## src/rtl/otp_fuse_ctrl.sv

```systemverilog
module otp_fuse_ctrl #(
  parameter int NWORDS = 8,
  parameter int DW = 32,
  parameter logic [NWORDS-1:0] ECC_MAP = 8'h0F,
  parameter logic [31:0] VERSION = 32'h0003_0107,
  localparam int IW = (NWORDS > 1) ? $clog2(NWORDS) : 1
) (
  input  logic          clk,
  input  logic          rst_n,
  input  logic          bus_wr,
  input  logic [7:0]    bus_addr,
  input  logic [31:0]   bus_wdata,
  output logic [31:0]   bus_rdata,
  output logic          busy,
  output logic          fa_pgm_strobe,
  output logic          fa_rd_strobe,
  output logic [IW-1:0] fa_addr
);
  localparam logic [2:0] C_OK = 3'd0, C_ACC = 3'd1, C_PFAIL = 3'd2, C_LOCK = 3'd3, C_RLERR = 3'd4;

  typedef enum logic [2:0] {S_IDLE, S_PSET, S_PSTB, S_PRLX, S_RSET, S_RSTB, S_FIN} st_t;
  st_t st;

  logic [DW-1:0]     fuse   [NWORDS];
  logic [DW-1:0]     shadow [NWORDS];
  logic [NWORDS-1:0] used, locked, ecc_force;
  logic [7:0]        t_wait, t_relax, t_srd, t_spg;
  logic [DW-1:0]     pdata;
  logic [9:0]        cnt;
  logic [IW-1:0]     idx;
  logic              full_rl, lock_req, error;
  logic [2:0]        code, pend, start_code;

  wire [10:0] rel2  = ({3'b0, t_relax} + 11'd1) << 1;
  wire [10:0] spg1  = {3'b0, t_spg} + 11'd1;
  wire [10:0] srd1  = {3'b0, t_srd} + 11'd1;
  wire        p_ok  = spg1 > rel2;
  wire        r_ok  = srd1 > rel2;
  wire [10:0] p_len = spg1 - rel2;
  wire [10:0] r_len = srd1 - rel2;

  assign busy          = (st != S_IDLE);
  assign fa_pgm_strobe = (st == S_PSTB);
  assign fa_rd_strobe  = (st == S_RSTB);
  assign fa_addr       = idx;

  wire          wr_cmd   = bus_wr && bus_addr == 8'h04 && !busy;
  wire          clr_err  = bus_wr && bus_addr == 8'h0C && bus_wdata[1];
  wire [7:0]    cmd_word = bus_wdata[15:8];
  wire [IW-1:0] widx     = cmd_word[IW-1:0];
  wire          in_range = {24'b0, cmd_word} < NWORDS;
  wire          ecc_now  = ECC_MAP[widx] | ecc_force[widx];

  always_comb begin
    start_code = C_OK;
    if (bus_wdata[0] && bus_wdata[1]) start_code = C_ACC;
    else if (bus_wdata[0]) begin
      if (!in_range) start_code = C_ACC;
      else if (locked[widx]) start_code = C_LOCK;
      else if (ecc_now && used[widx]) start_code = C_PFAIL;
      else if (!p_ok || !r_ok) start_code = C_PFAIL;
    end else if (!r_ok) start_code = C_RLERR;
  end

  always_ff @(posedge clk) begin
    if (!rst_n) begin
      st <= S_IDLE;
      for (int i = 0; i < NWORDS; i++) begin
        fuse[i] <= '0;
        shadow[i] <= '0;
      end
      used <= '0; locked <= '0; ecc_force <= '0;
      t_wait <= 8'd2; t_relax <= 8'd1; t_srd <= 8'd7; t_spg <= 8'd9;
      pdata <= '0; cnt <= '0; idx <= '0;
      full_rl <= 1'b0; lock_req <= 1'b0; error <= 1'b0;
      code <= C_OK; pend <= C_OK;
    end else begin
      if (bus_wr && bus_addr == 8'h08 && !busy) pdata <= bus_wdata[DW-1:0];
      if (bus_wr && bus_addr == 8'h10 && !busy)
        {t_spg, t_srd, t_relax, t_wait} <= bus_wdata;
      if (clr_err) error <= 1'b0;
      case (st)
        S_IDLE: if (wr_cmd && (bus_wdata[0] || bus_wdata[1])) begin
          pend <= start_code;
          if (start_code != C_OK) st <= S_FIN;
          else if (bus_wdata[0]) begin
            st <= S_PSET; cnt <= {2'b0, t_relax}; idx <= widx;
            lock_req <= bus_wdata[2]; full_rl <= 1'b0;
          end else begin
            st <= S_RSET; cnt <= {2'b0, t_wait}; idx <= '0; full_rl <= 1'b1;
          end
        end
        S_PSET: if (cnt == 0) begin st <= S_PSTB; cnt <= p_len[9:0] - 10'd1; end
                else cnt <= cnt - 10'd1;
        S_PSTB: if (cnt == 0) begin
          fuse[idx] <= fuse[idx] | pdata;
          used[idx] <= 1'b1;
          if (lock_req) begin locked[idx] <= 1'b1; ecc_force[idx] <= 1'b1; end
          st <= S_PRLX; cnt <= {2'b0, t_relax};
        end else cnt <= cnt - 10'd1;
        S_PRLX: if (cnt == 0) begin st <= S_RSET; cnt <= {2'b0, t_wait}; end
                else cnt <= cnt - 10'd1;
        S_RSET: if (cnt == 0) begin st <= S_RSTB; cnt <= r_len[9:0] - 10'd1; end
                else cnt <= cnt - 10'd1;
        S_RSTB: if (cnt == 0) begin
          shadow[idx] <= fuse[idx];
          if (full_rl && idx != IW'(NWORDS - 1)) begin
            idx <= idx + 1'b1; st <= S_RSET; cnt <= {2'b0, t_wait};
          end else st <= S_FIN;
        end else cnt <= cnt - 10'd1;
        S_FIN: begin
          st <= S_IDLE;
          code <= pend;
          if (pend != C_OK) error <= 1'b1;
        end
        default: st <= S_IDLE;
      endcase
    end
  end

  wire [7:0] sh_off = bus_addr - 8'h40;
  always_comb begin
    bus_rdata = '0;
    case (bus_addr)
      8'h00: bus_rdata = {25'b0, code, 2'b0, error, busy};
      8'h08: bus_rdata = 32'(pdata);
      8'h10: bus_rdata = {t_spg, t_srd, t_relax, t_wait};
      8'h14: bus_rdata = VERSION;
      default:
        if (bus_addr >= 8'h40 && {26'b0, sh_off[7:2]} < NWORDS && sh_off[1:0] == 2'b0)
          bus_rdata = 32'(shadow[sh_off[7:2]]);
    endcase
  end

  a_r2_one_strobe: assert property (@(posedge clk) disable iff (!rst_n)
    !(fa_pgm_strobe && fa_rd_strobe));
  a_r2_strobe_in_busy: assert property (@(posedge clk) disable iff (!rst_n)
    (fa_pgm_strobe || fa_rd_strobe) |-> busy);
  a_r8_error_sticky: assert property (@(posedge clk) disable iff (!rst_n)
    (error && !clr_err) |=> error);
  a_r6_lock_kept: assert property (@(posedge clk) disable iff (!rst_n)
    (locked & $past(locked)) == $past(locked));
  a_r4_no_ecc_rewrite: assert property (@(posedge clk) disable iff (!rst_n)
    $rose(fa_pgm_strobe) |-> !((ECC_MAP[idx] | ecc_force[idx]) && used[idx]));
  for (genvar g = 0; g < NWORDS; g++) begin : g_mono
    a_r5_fuse_monotone: assert property (@(posedge clk) disable iff (!rst_n)
      (fuse[g] & $past(fuse[g])) == $past(fuse[g]));
  end
endmodule

```

## config.mk

```make
export PLATFORM = sky130hd
export DESIGN_NAME = otp_fuse_ctrl
export DESIGN_NICKNAME = d
export VERILOG_FILES = /design/src/rtl/otp_fuse_ctrl.sv
export SDC_FILE = /design/constraint.sdc
export NUM_CORES = 1
export LEC_CHECK = 0
export BUFFER_PORTS_ARGS = -buffer_cell sky130_fd_sc_hd__buf_2
export CAP_MARGIN = 20
export CORE_ASPECT_RATIO = 1.5
export CORE_MARGIN = 2
export CORE_UTILIZATION = 40
export CTS_BUF_LIST = sky130_fd_sc_hd__clkbuf_16
export CTS_CLUSTER_DIAMETER = 100
export DETAILED_ROUTE_END_ITERATION = 8
export SETUP_SLACK_MARGIN = 0.05
export SKIP_CTS_REPAIR_TIMING = 1
export SLEW_MARGIN = 20
export SYNTH_ARGS = -nofsm -noshare
export SYNTH_HDL_FRONTEND = slang
export SYNTH_SLANG_ARGS = --single-unit
```

## constraint.sdc

```tcl
create_clock -name clk -period 8.4 [get_ports clk]
set_input_delay 0.42 -clock clk [delete_from_list [all_inputs] [get_ports clk]]
set_output_delay 0.42 -clock clk [all_outputs]
set_load 0.05 [all_outputs]
```

==> metrics.txt, run 1 <==
Yosys top cell area share=0.529; pre-CTS setup slack=slightly above 4 ns; RD Place Congestion=about 0.9; largest net degree at the start of global routing=between 80 and 90; Die ar.=between 70000 and 80000 µm²; complex-gate fraction of the synthesized area=0.0705; Placement Cell Area=30400 µm²; starting density of the core=0.403; Slew Viols, Final=0; setup TNS=0 ns; total power=~6.3 mW; final hold violation count=0; Post-Syn Nets=~2500; drt wl/cell=roughly 27 µm; layout cell share with drive strength beyond 1=0.159; Nets=2462; syn_area_per_cell=roughly 12 µm²; CTS tree=yes; Via density=5.81; number of flops mapped to enable cells by yosys=about 510; CP Capture Type=flip-flop; TritonCTS buffer count=between 50 and 60; drt initial violations=1730; Post-Syn Instances=roughly 2400; Synth Register Bits=around 620; H-Tree Level Count=2; Die X=between 200 and 250 µm; run status=complete, no violations; fin crit period=4.34 ns; clock transition at the registers of the reported paths=about 0.070 ns; vias in the first global route=~20000; Synth Warn #=0; die height=around 330 µm; CP required=approximately 8.7 ns; P&R area growth vs syn=10.6%; clock net sink count=between 600 and 700; Slew HR=0.188; global route overflow=0; Hold Crit Class=input pin to flip-flop; global-route wire length before repair=131000 µm; most frequent cells in the layout=551 x nor2_1, 512 x edfxtp_1, 223 x nand2_1, 132 x mux4_2, 109 x dfxtp_1; Worst Tran Pin Value=approximately 1.2 ns; num rows=roughly 120; Final period util=0.517; top achievable clock speed=around 230 MHz; share of synthesized registers carrying an async set or reset=0; Synth Area in Adders=0.00895; synthesized area=roughly 29000 µm²; peak supply drop=between 0.15 and 0.2 mV; dominant synthesized flop cell=edfxtp_1; power per cell area=194 nW/µm²; RSZ-0062 raised after global routing=false; distinct cell type count after synthesis=80; clk root buf=clkbuf_16; CTS Buffer Depth=3; initial antenna violation count=4; core area=between 70000 and 80000 µm²; cell area after layout=around 32000 µm²; Fill cells=6589; Clk Latency, worst-skew pair=0.64 ns; DRC Markers=0; max cap viols=0; IO buf count=80; Yosys top cell by area=edfxtp_1; post-route ant nets=0; Worst Slack Setup Final=roughly 4 ns; startpoint types=flip-flop; DR pass1 iterations=5; I/O pins=81; fin cells=roughly 3400; total number of vias=between 15000 and 20000; largest cells by area after synthesis=edfxtp_1 53%, mux4_2 10%, dfxtp_1 7.7%; largest family of logic cells by synthesized area=simple AND/OR/NAND/NOR gates; Worst Path Arrival=around 4.6 ns; total track usage=0.240; most common cell after layout, fill and taps aside=nor2_1; Max FO, Critical Path=33; Synth Area in Simple Gates=0.145; Leak=about 11 nW; critical path class=flip-flop to flip-flop; dpl hpwl=roughly 60000 µm; XOR/XNOR share of the synthesized area=0.0104; final setup vio count=0; mux share of post-synthesis cell area=0.131; Worst Skew=approximately 0.039 ns; sequential area share after synthesis=0.606; drt total wl=90000 µm; placed insts=roughly 3300
layout make-up:
class | instances | area (µm²) | area share
diodes | 3 | 7.51 | 0.000234
clock buffers | 58 | 1450 | 0.0452
clock inverters | 47 | 289 | 0.00899
inverters | 23 | 86.3 | 0.00269
multi-input cells | 1554 | 10700 | 0.332
flip-flops and latches | 624 | 17600 | 0.548
well taps | 922 | 1150 | 0.0359
repair buffers | 139 | 848 | 0.0264
worst paths after layout:
check | cells after the start | start | endpoint | slack (ns)
min | 3 | bus_wdata[18] | t_srd[2]$_SDFFE_PN1P_ | 0.01
min reg2reg | 2 | used[0]$_SDFFE_PN0P_ | used[0]$_SDFFE_PN0P_ | 0.44
max | 12 | cnt[0]$_SDFFE_PN0P_ | shadow[6][12]$_SDFFCE_PN0P_ | 4.06
max reg2reg | 12 | cnt[0]$_SDFFE_PN0P_ | shadow[6][12]$_SDFFCE_PN0P_ | 4.06
where the power goes:
part	internal (mW)	switching (mW)
logic	0.0959	0.204
registers	3.42	0.0237
clock network	1.34	1.17
total	4.85	1.40
registers in the layout, summed over array words and instances (netlist names), 4 cells and up, named ones only:
name and cells:
t_relax 8, cnt 10, fuse 256, pdata 32
locked 8, t_spg 8, t_wait 8, shadow 256
t_srd 8, ecc_force 4, used 8
worst max-delay path, cell delays in order (launching register included):
cell and delay (ns):
dfxtp_1 0.34, inv_1 0.07, ha_1 0.15, or3b_4 0.39
or4_4 0.48, nor4_4 0.14, buf_4 0.26, nand2_1 0.13
nor2_1 0.59, nand2_1 0.12, buf_4 0.31, nand2_1 0.57
buf_4 0.42
metrics by stage:
step                 util  hold WS, ns
global placement    0.420        0.433
global route        0.445       0.0229
floorplan               -        0.418
detailed placement  0.421        0.434
CTS                 0.445     -0.00764
finish              0.445       0.0146
cells in the mapped netlist (19+ instances only):
cell and number:
ha_1 20, a21boi_0 63, nand3_1 44, a21oi_1 33, nand2_1 229, o21ai_0 68, clkbuf_1 162, edfxtp_1 512
buf_1 20, nor2b_1 50, mux4_2 132, inv_1 23, mux2i_1 78, nor3_1 19, dfxtp_1 112, a22oi_1 31
nor2_1 552
cells by family after synthesis:
family          count (synthesis)
xor+xnor                       32
simple gates                  983
buf+inv                       218
compound gates                304
fa+ha+maj                      21
mux                           214
flops                         624
per-layer routing:
| layer | wire length [µm] | vias to the layer above | track usage |
|---|---|---|---|
| met1 | 32800 | 9928 | 0.276 |
| li1 | - | 8678 | - |
| met5 | 38 | - | 0 |
| met2 | 45500 | 762 | 0.420 |
| met4 | 6520 | 6 | 0.154 |
| met3 | 5110 | 212 | 0.0336 |
Note: power is estimated with default switching activity, not from simulation.
==> inputs of run 2 (changes only) <==
ABC_AREA = 1   (was not set)
clock period = 4.1 ns   (was 8.4 ns; I/O delays follow)
==> run 2 against run 1 <==
Non-clock buffer count increased by 38. Power grew to 2.6 times the previous value. Cell count increased by 20%. Critical path type unchanged.
==> metrics.txt, run 2 <==
die height=approximately 330 µm; layout cell share with drive strength beyond 1=0.103; run status=complete, no violations; fin crit period=3.40 ns; Yosys top cell area share=0.537; Worst Path Arrival=3.97 ns; Slew Viols, Final=0; max cap viols=0; Leak=around 12 nW; dpl hpwl=63900 µm; initial antenna violation count=5; clock net sink count=about 620; Nets=roughly 3100; total track usage=0.256; CTS Buffer Depth=3; syn_area_per_cell=9.53 µm²; final hold violation count=0; number of flops mapped to enable cells by yosys=approximately 500; RD Place Congestion=just under 0.9; Max FO, Critical Path=10; most common cell after layout, fill and taps aside=nor2_1; power per cell area=between 400 and 500 nW/µm²; Synth Warn #=0; global-route wire length before repair=142000 µm; final setup vio count=0; I/O pins=between 80 and 90; DR pass1 iterations=6; peak supply drop=between 0.3 and 0.4 mV; Post-Syn Nets=~3000; P&R area growth vs syn=14.2%; total power=approximately 16 mW; distinct cell type count after synthesis=52; synthesized area=around 29000 µm²; post-route ant nets=0; Finished Core Util=0.459; drt initial violations=between 2000 and 2500; Die ar.=73700 µm²; Yosys top cell by area=edfxtp_1; DRC Markers=0; Synth Register Bits=roughly 620; Via density=between 5 and 6; Clk Latency, worst-skew pair=0.67 ns; starting density of the core=0.402; commonest cells in the netlist=860 x nor2_1, 512 x edfxtp_1, 314 x nand2_1; setup TNS=0 ns; num rows=120; critical path class=flip-flop to flip-flop; core area=around 71000 µm²; largest cells by area after synthesis=edfxtp_1 54%, nor2_1 11%, dfxtp_1 7.8%; Min Hold Slack=0.0170 ns; largest net degree at the start of global routing=around 130; Post-Syn Instances=3004; Worst Skew=around 0.059 ns; Final period util=0.830; CP required=~4.7 ns; Die X=around 220 µm; H-Tree Level Count=2; dominant synthesized flop cell=edfxtp_1; CTS tree=yes; Slew HR=0.342; total number of vias=~23000; drt total wl=a little under 100000 µm; RSZ-0062 raised after global routing=false; global route overflow=0; top achievable clock speed=294 MHz; clock transition at the registers of the reported paths=about 0.070 ns; TritonCTS buffer count=57; count leader, synth=nor2_1; vias in the first global route=between 20000 and 25000; Hold Crit Class=input pin to flip-flop; most frequent cells in the layout=860 x nor2_1, 512 x edfxtp_1, 296 x nand2_1, 263 x o21ai_0, 198 x inv_1; IO buf count=80; CP Capture Type=flip-flop; sequential area share after synthesis=0.616; share of synthesized registers carrying an async set or reset=0; Worst Tran Pin Value=~0.99 ns; clk root buf=clkbuf_16; startpoint types=flip-flop; Top Registers=fuse (256), shadow (256), pdata (32); drt wl/cell=23.8 µm
run 2: cell types whose count changed after synthesis, sizes merged, moves of 64 or more:
cell,previous run,this run
inv,23,203
mux2i,78,0
mux4,132,0
nand2,229,331
nand3,45,109
nor2,553,871
o21ai,77,265
o22ai,6,126
o32ai,0,64
run 2: stage by stage:
stage / setup WS [ns] / cells / area [µm²]
after floorplan: 0.577 / 3004 / 28600
after global placement: 0.830 / 3899 / 30300
after detailed placement: 0.732 / 3899 / 30300
after CTS: 0.720 / 4007 / 32400
after global routing: 0.353 / 4035 / 32700
final: 0.697 / 4036 / 32700
run 2: area by class of cell:
cell class                 instances  area, µm²
antenna                            1       2.50
clock buffer                      61       1530
clock inverter                    47        532
fill                            6704      38500
inverter                         207        787
multi-input combinational       2004       9630
sequential                       624      17600
tap                              915       1140
timing repair buffer             177       1440
run 2: worst max-delay path, stage by stage (launching register included):
cell and delay (ns):
dfxtp_1 0.57, ha_1 0.28, nand2_1 0.07, nor2_1 0.13, nand2_1 0.10, nor2_2 0.14
xor2_1 0.18, inv_1 0.10, ha_1 0.37, nand3_1 0.15, nor2_4 0.11, nand2_1 0.07
a21oi_1 0.15, nand3_1 0.16, nand2_2 0.17, nand3_4 0.09, nand2_4 0.15, nand2_4 0.09
nand2_1 0.07, nand2_1 0.07, nor2_1 0.15
run 2: power by group:
| part | internal, mW | total, mW | switching (mW) |
|---|---|---|---|
| Clock | 3.35 | 5.86 | 2.52 |
| Combinational | 0.767 | 3.01 | 2.24 |
| Sequential | 7.08 | 7.22 | 0.136 |
| Total | 11.2 | 16.1 | 4.89 |
run 2: path summary, 6_finish.rpt:
| kind | start | end | slack, ns | cells past startpoint |
|---|---|---|---|---|
| worst min-delay path | bus_wdata[18] | pdata[18]$_SDFFE_PN0P_ | 0.02 | 3 |
| worst min register to register | used[0]$_SDFFE_PN0P_ | used[0]$_SDFFE_PN0P_ | 0.44 | 2 |
| worst max register to register | t_relax[0]$_SDFFE_PN1P_ | flip-flop | 0.70 | 20 |
| worst max-delay path | t_relax[0]$_SDFFE_PN1P_ | flip-flop | 0.70 | 20 |
run 2: metal layers:
metal / vias to the layer above / track usage / part of all wire
met5: - / 0 / 0.00055
met1: 11348 / 0.307 / 0.37
li1: 10514 / - / -
met2: 1085 / 0.446 / 0.50
met4: 8 / 0.125 / 0.050
met3: 228 / 0.0433 / 0.075
run 2: cells by family after synthesis:
group | synth area share
adder cells (fa/ha/maj) | 0.00875
AO/OA/AOI/OAI | 0.126
buffers and inverters | 0.0498
AND/OR/NAND/NOR | 0.194
flip-flops | 0.616
XOR/XNOR | 0.00582
==> inputs of run 3 (changes only) <==
clock period = 2.9 ns   (was 4.1 ns; I/O delays follow)
==> run 3 against run 2 <==
The run now ends with negative hold slack left. Worst hold slack got worse by 0.028 ns. Sequential cell count unchanged. Combinational power is 58% higher. Cell count is 1.6% higher. Non-clock buffer count is 71 higher. Setup slack worse by 0.59 ns. Critical path type unchanged.
==> metrics.txt, run 3 (same netlist as run 2, synthesis figures left out) <==
TritonCTS buffer count=56; drt wl/cell=~24 µm; Worst Skew=0.0623 ns; num rows=120; clock transition at the registers of the reported paths=around 0.070 ns; dpl hpwl=~64000 µm; Worst Tran Pin Value=1.15 ns; final setup vio count=0; most frequent cells in the layout=851 x nor2_1, 512 x edfxtp_1, 284 x nand2_1, 256 x o21ai_0, 198 x inv_1; initial antenna violation count=1; startpoint types=flip-flop; largest net degree at the start of global routing=around 110; H-Tree Level Count=2; IO buf count=80; Worst Path Arrival=around 3.3 ns; peak supply drop=about 0.44 mV; r2r setup slk=0.11 ns; Slew Viols, Final=0; drt total wl=97400 µm; Slew HR=0.235; clock power share=0.320; Via density=5.73; max cap viols=0; I/O pins=between 80 and 90; CTS tree=yes; vias in the first global route=approximately 23000; final hold violation count=1; post-route ant nets=0; layout cell share with drive strength beyond 1=0.137; run status=complete, but fails checks; Internal Dissipation=roughly 15 mW; total number of vias=around 24000; Sw Share=0.318; Die X=about 220 µm; clk root buf=clkbuf_16; most common cell after layout, fill and taps aside=nor2_1; NetSw=~7 mW; starting density of the core=0.402; global-route wire length before repair=around 140000 µm; failing checks=negative hold slack; power per cell area=654 nW/µm²; global route overflow=0; RSZ-0062 raised after global routing=true; CP Capture Type=flip-flop; core area=approximately 70000 µm²; Clk Latency, worst-skew pair=roughly 0.67 ns; CTS Buffer Depth=3; clock net sink count=624; fin crit period=2.79 ns; DR pass1 iterations=6; Final period util=0.962; cell area after layout=33600 µm²; Max FO, Critical Path=6; top achievable clock speed=about 360 MHz; Leak=approximately 13 nW; critical path class=flip-flop to flip-flop; RD Place Congestion=between 0.9 and 1; Min Hold Slack=-0.0105 ns; total track usage=0.259; total power=22.0 mW; Placement Cell Area=roughly 31000 µm²; Finished Core Util=0.473; part of the power in registers=0.464; drt initial violations=~2400; Die ar.=between 70000 and 80000 µm²; Nets=3204; CP required=around 3.4 ns; die height=roughly 330 µm; Hold Crit Class=input pin to flip-flop; P&R area growth vs syn=17.6%; Top Registers=fuse (256), shadow (256), pdata (32); Comb pwr share=0.216; DRC Markers=0
## run 3: cell count changes in the layout (fill, tap and decap cells not counted), moves of 9 or more
| cell | before | now |
|---|---|---|
| buf_2 | 79 | 56 |
| bufinv_16 | 10 | 0 |
| buf_4 | 51 | 109 |
| nand2_2 | 30 | 39 |
| clkinv_1 | 6 | 16 |
| nand3_1 | 104 | 93 |
| nand2_1 | 296 | 284 |
| dfxtp_2 | 0 | 9 |
| nand3_2 | 4 | 13 |
| dfxtp_1 | 110 | 101 |
| nor2_1 | 860 | 851 |
| buf_12 | 19 | 53 |
## run 3: layout make-up
class / instances / area [µm²]
sequential: 624 / 17600
tap: 915 / 1140
clock buffer: 57 / 1430
clock inverter: 46 / 265
inverter: 207 / 787
antenna: 1 / 2.50
timing repair buffer: 248 / 2460
multi-input combinational: 2004 / 9920
fill: 6663 / 37500
## run 3: path summary, 6_finish.rpt
path,start,endpoint,cells after the start
max reg2reg,t_relax[1]$_SDFFE_PN0P_,fa_addr[1]$_SDFFE_PN0P_,19
max,t_relax[1]$_SDFFE_PN0P_,fa_addr[1]$_SDFFE_PN0P_,19
min,bus_wdata[10],pdata[10]$_SDFFE_PN0P_,3
min reg2reg,used[0]$_SDFFE_PN0P_,used[0]$_SDFFE_PN0P_,2
## run 3: worst max-delay path: stages (launching register included)
cell	delay, ns
dfxtp_2	0.36
ha_4	0.15
nand2_4	0.05
nor2_4	0.11
nand2_2	0.09
nor2_4	0.15
xor2_2	0.16
inv_2	0.08
ha_4	0.31
inv_1	0.07
o21ai_2	0.15
o21bai_1	0.10
nand3_2	0.09
nand3_2	0.10
nand2_2	0.12
nand3_4	0.10
nand2_8	0.15
nand2_8	0.08
nor2_1	0.17
nor2_1	0.08
## run 3: layer usage
metal  track usage  wire [µm]  vias up
li1              -          -    10667
met3        0.0370       7910      243
met2         0.448      48300     1125
met4         0.118       4630        0
met5             0          0        -
met1         0.319      36500    11472
## run 3: stage by stage
stage,TNS (ns),cells,setup WS [ns]
after floorplan,0,3004,0.126
after global placement,0,3965,0.0274
after detailed placement,-0.192,3965,-0.0395
after CTS,-0.442,4068,-0.0660
after global routing,-0.281,4102,-0.0346
final,0,4102,0.110
## run 3: power groups by stage
stage | Combinational, mW | Clock, mW | Sequential, mW
after floorplan | 2.74 | 0 | 10.3
after global placement | 4.42 | 0 | 10.4
after detailed placement | 4.46 | 0 | 10.4
after CTS | 4.48 | 7.11 | 10.2
after global routing | 5.15 | 7.42 | 10.2
final | 4.76 | 7.04 | 10.2
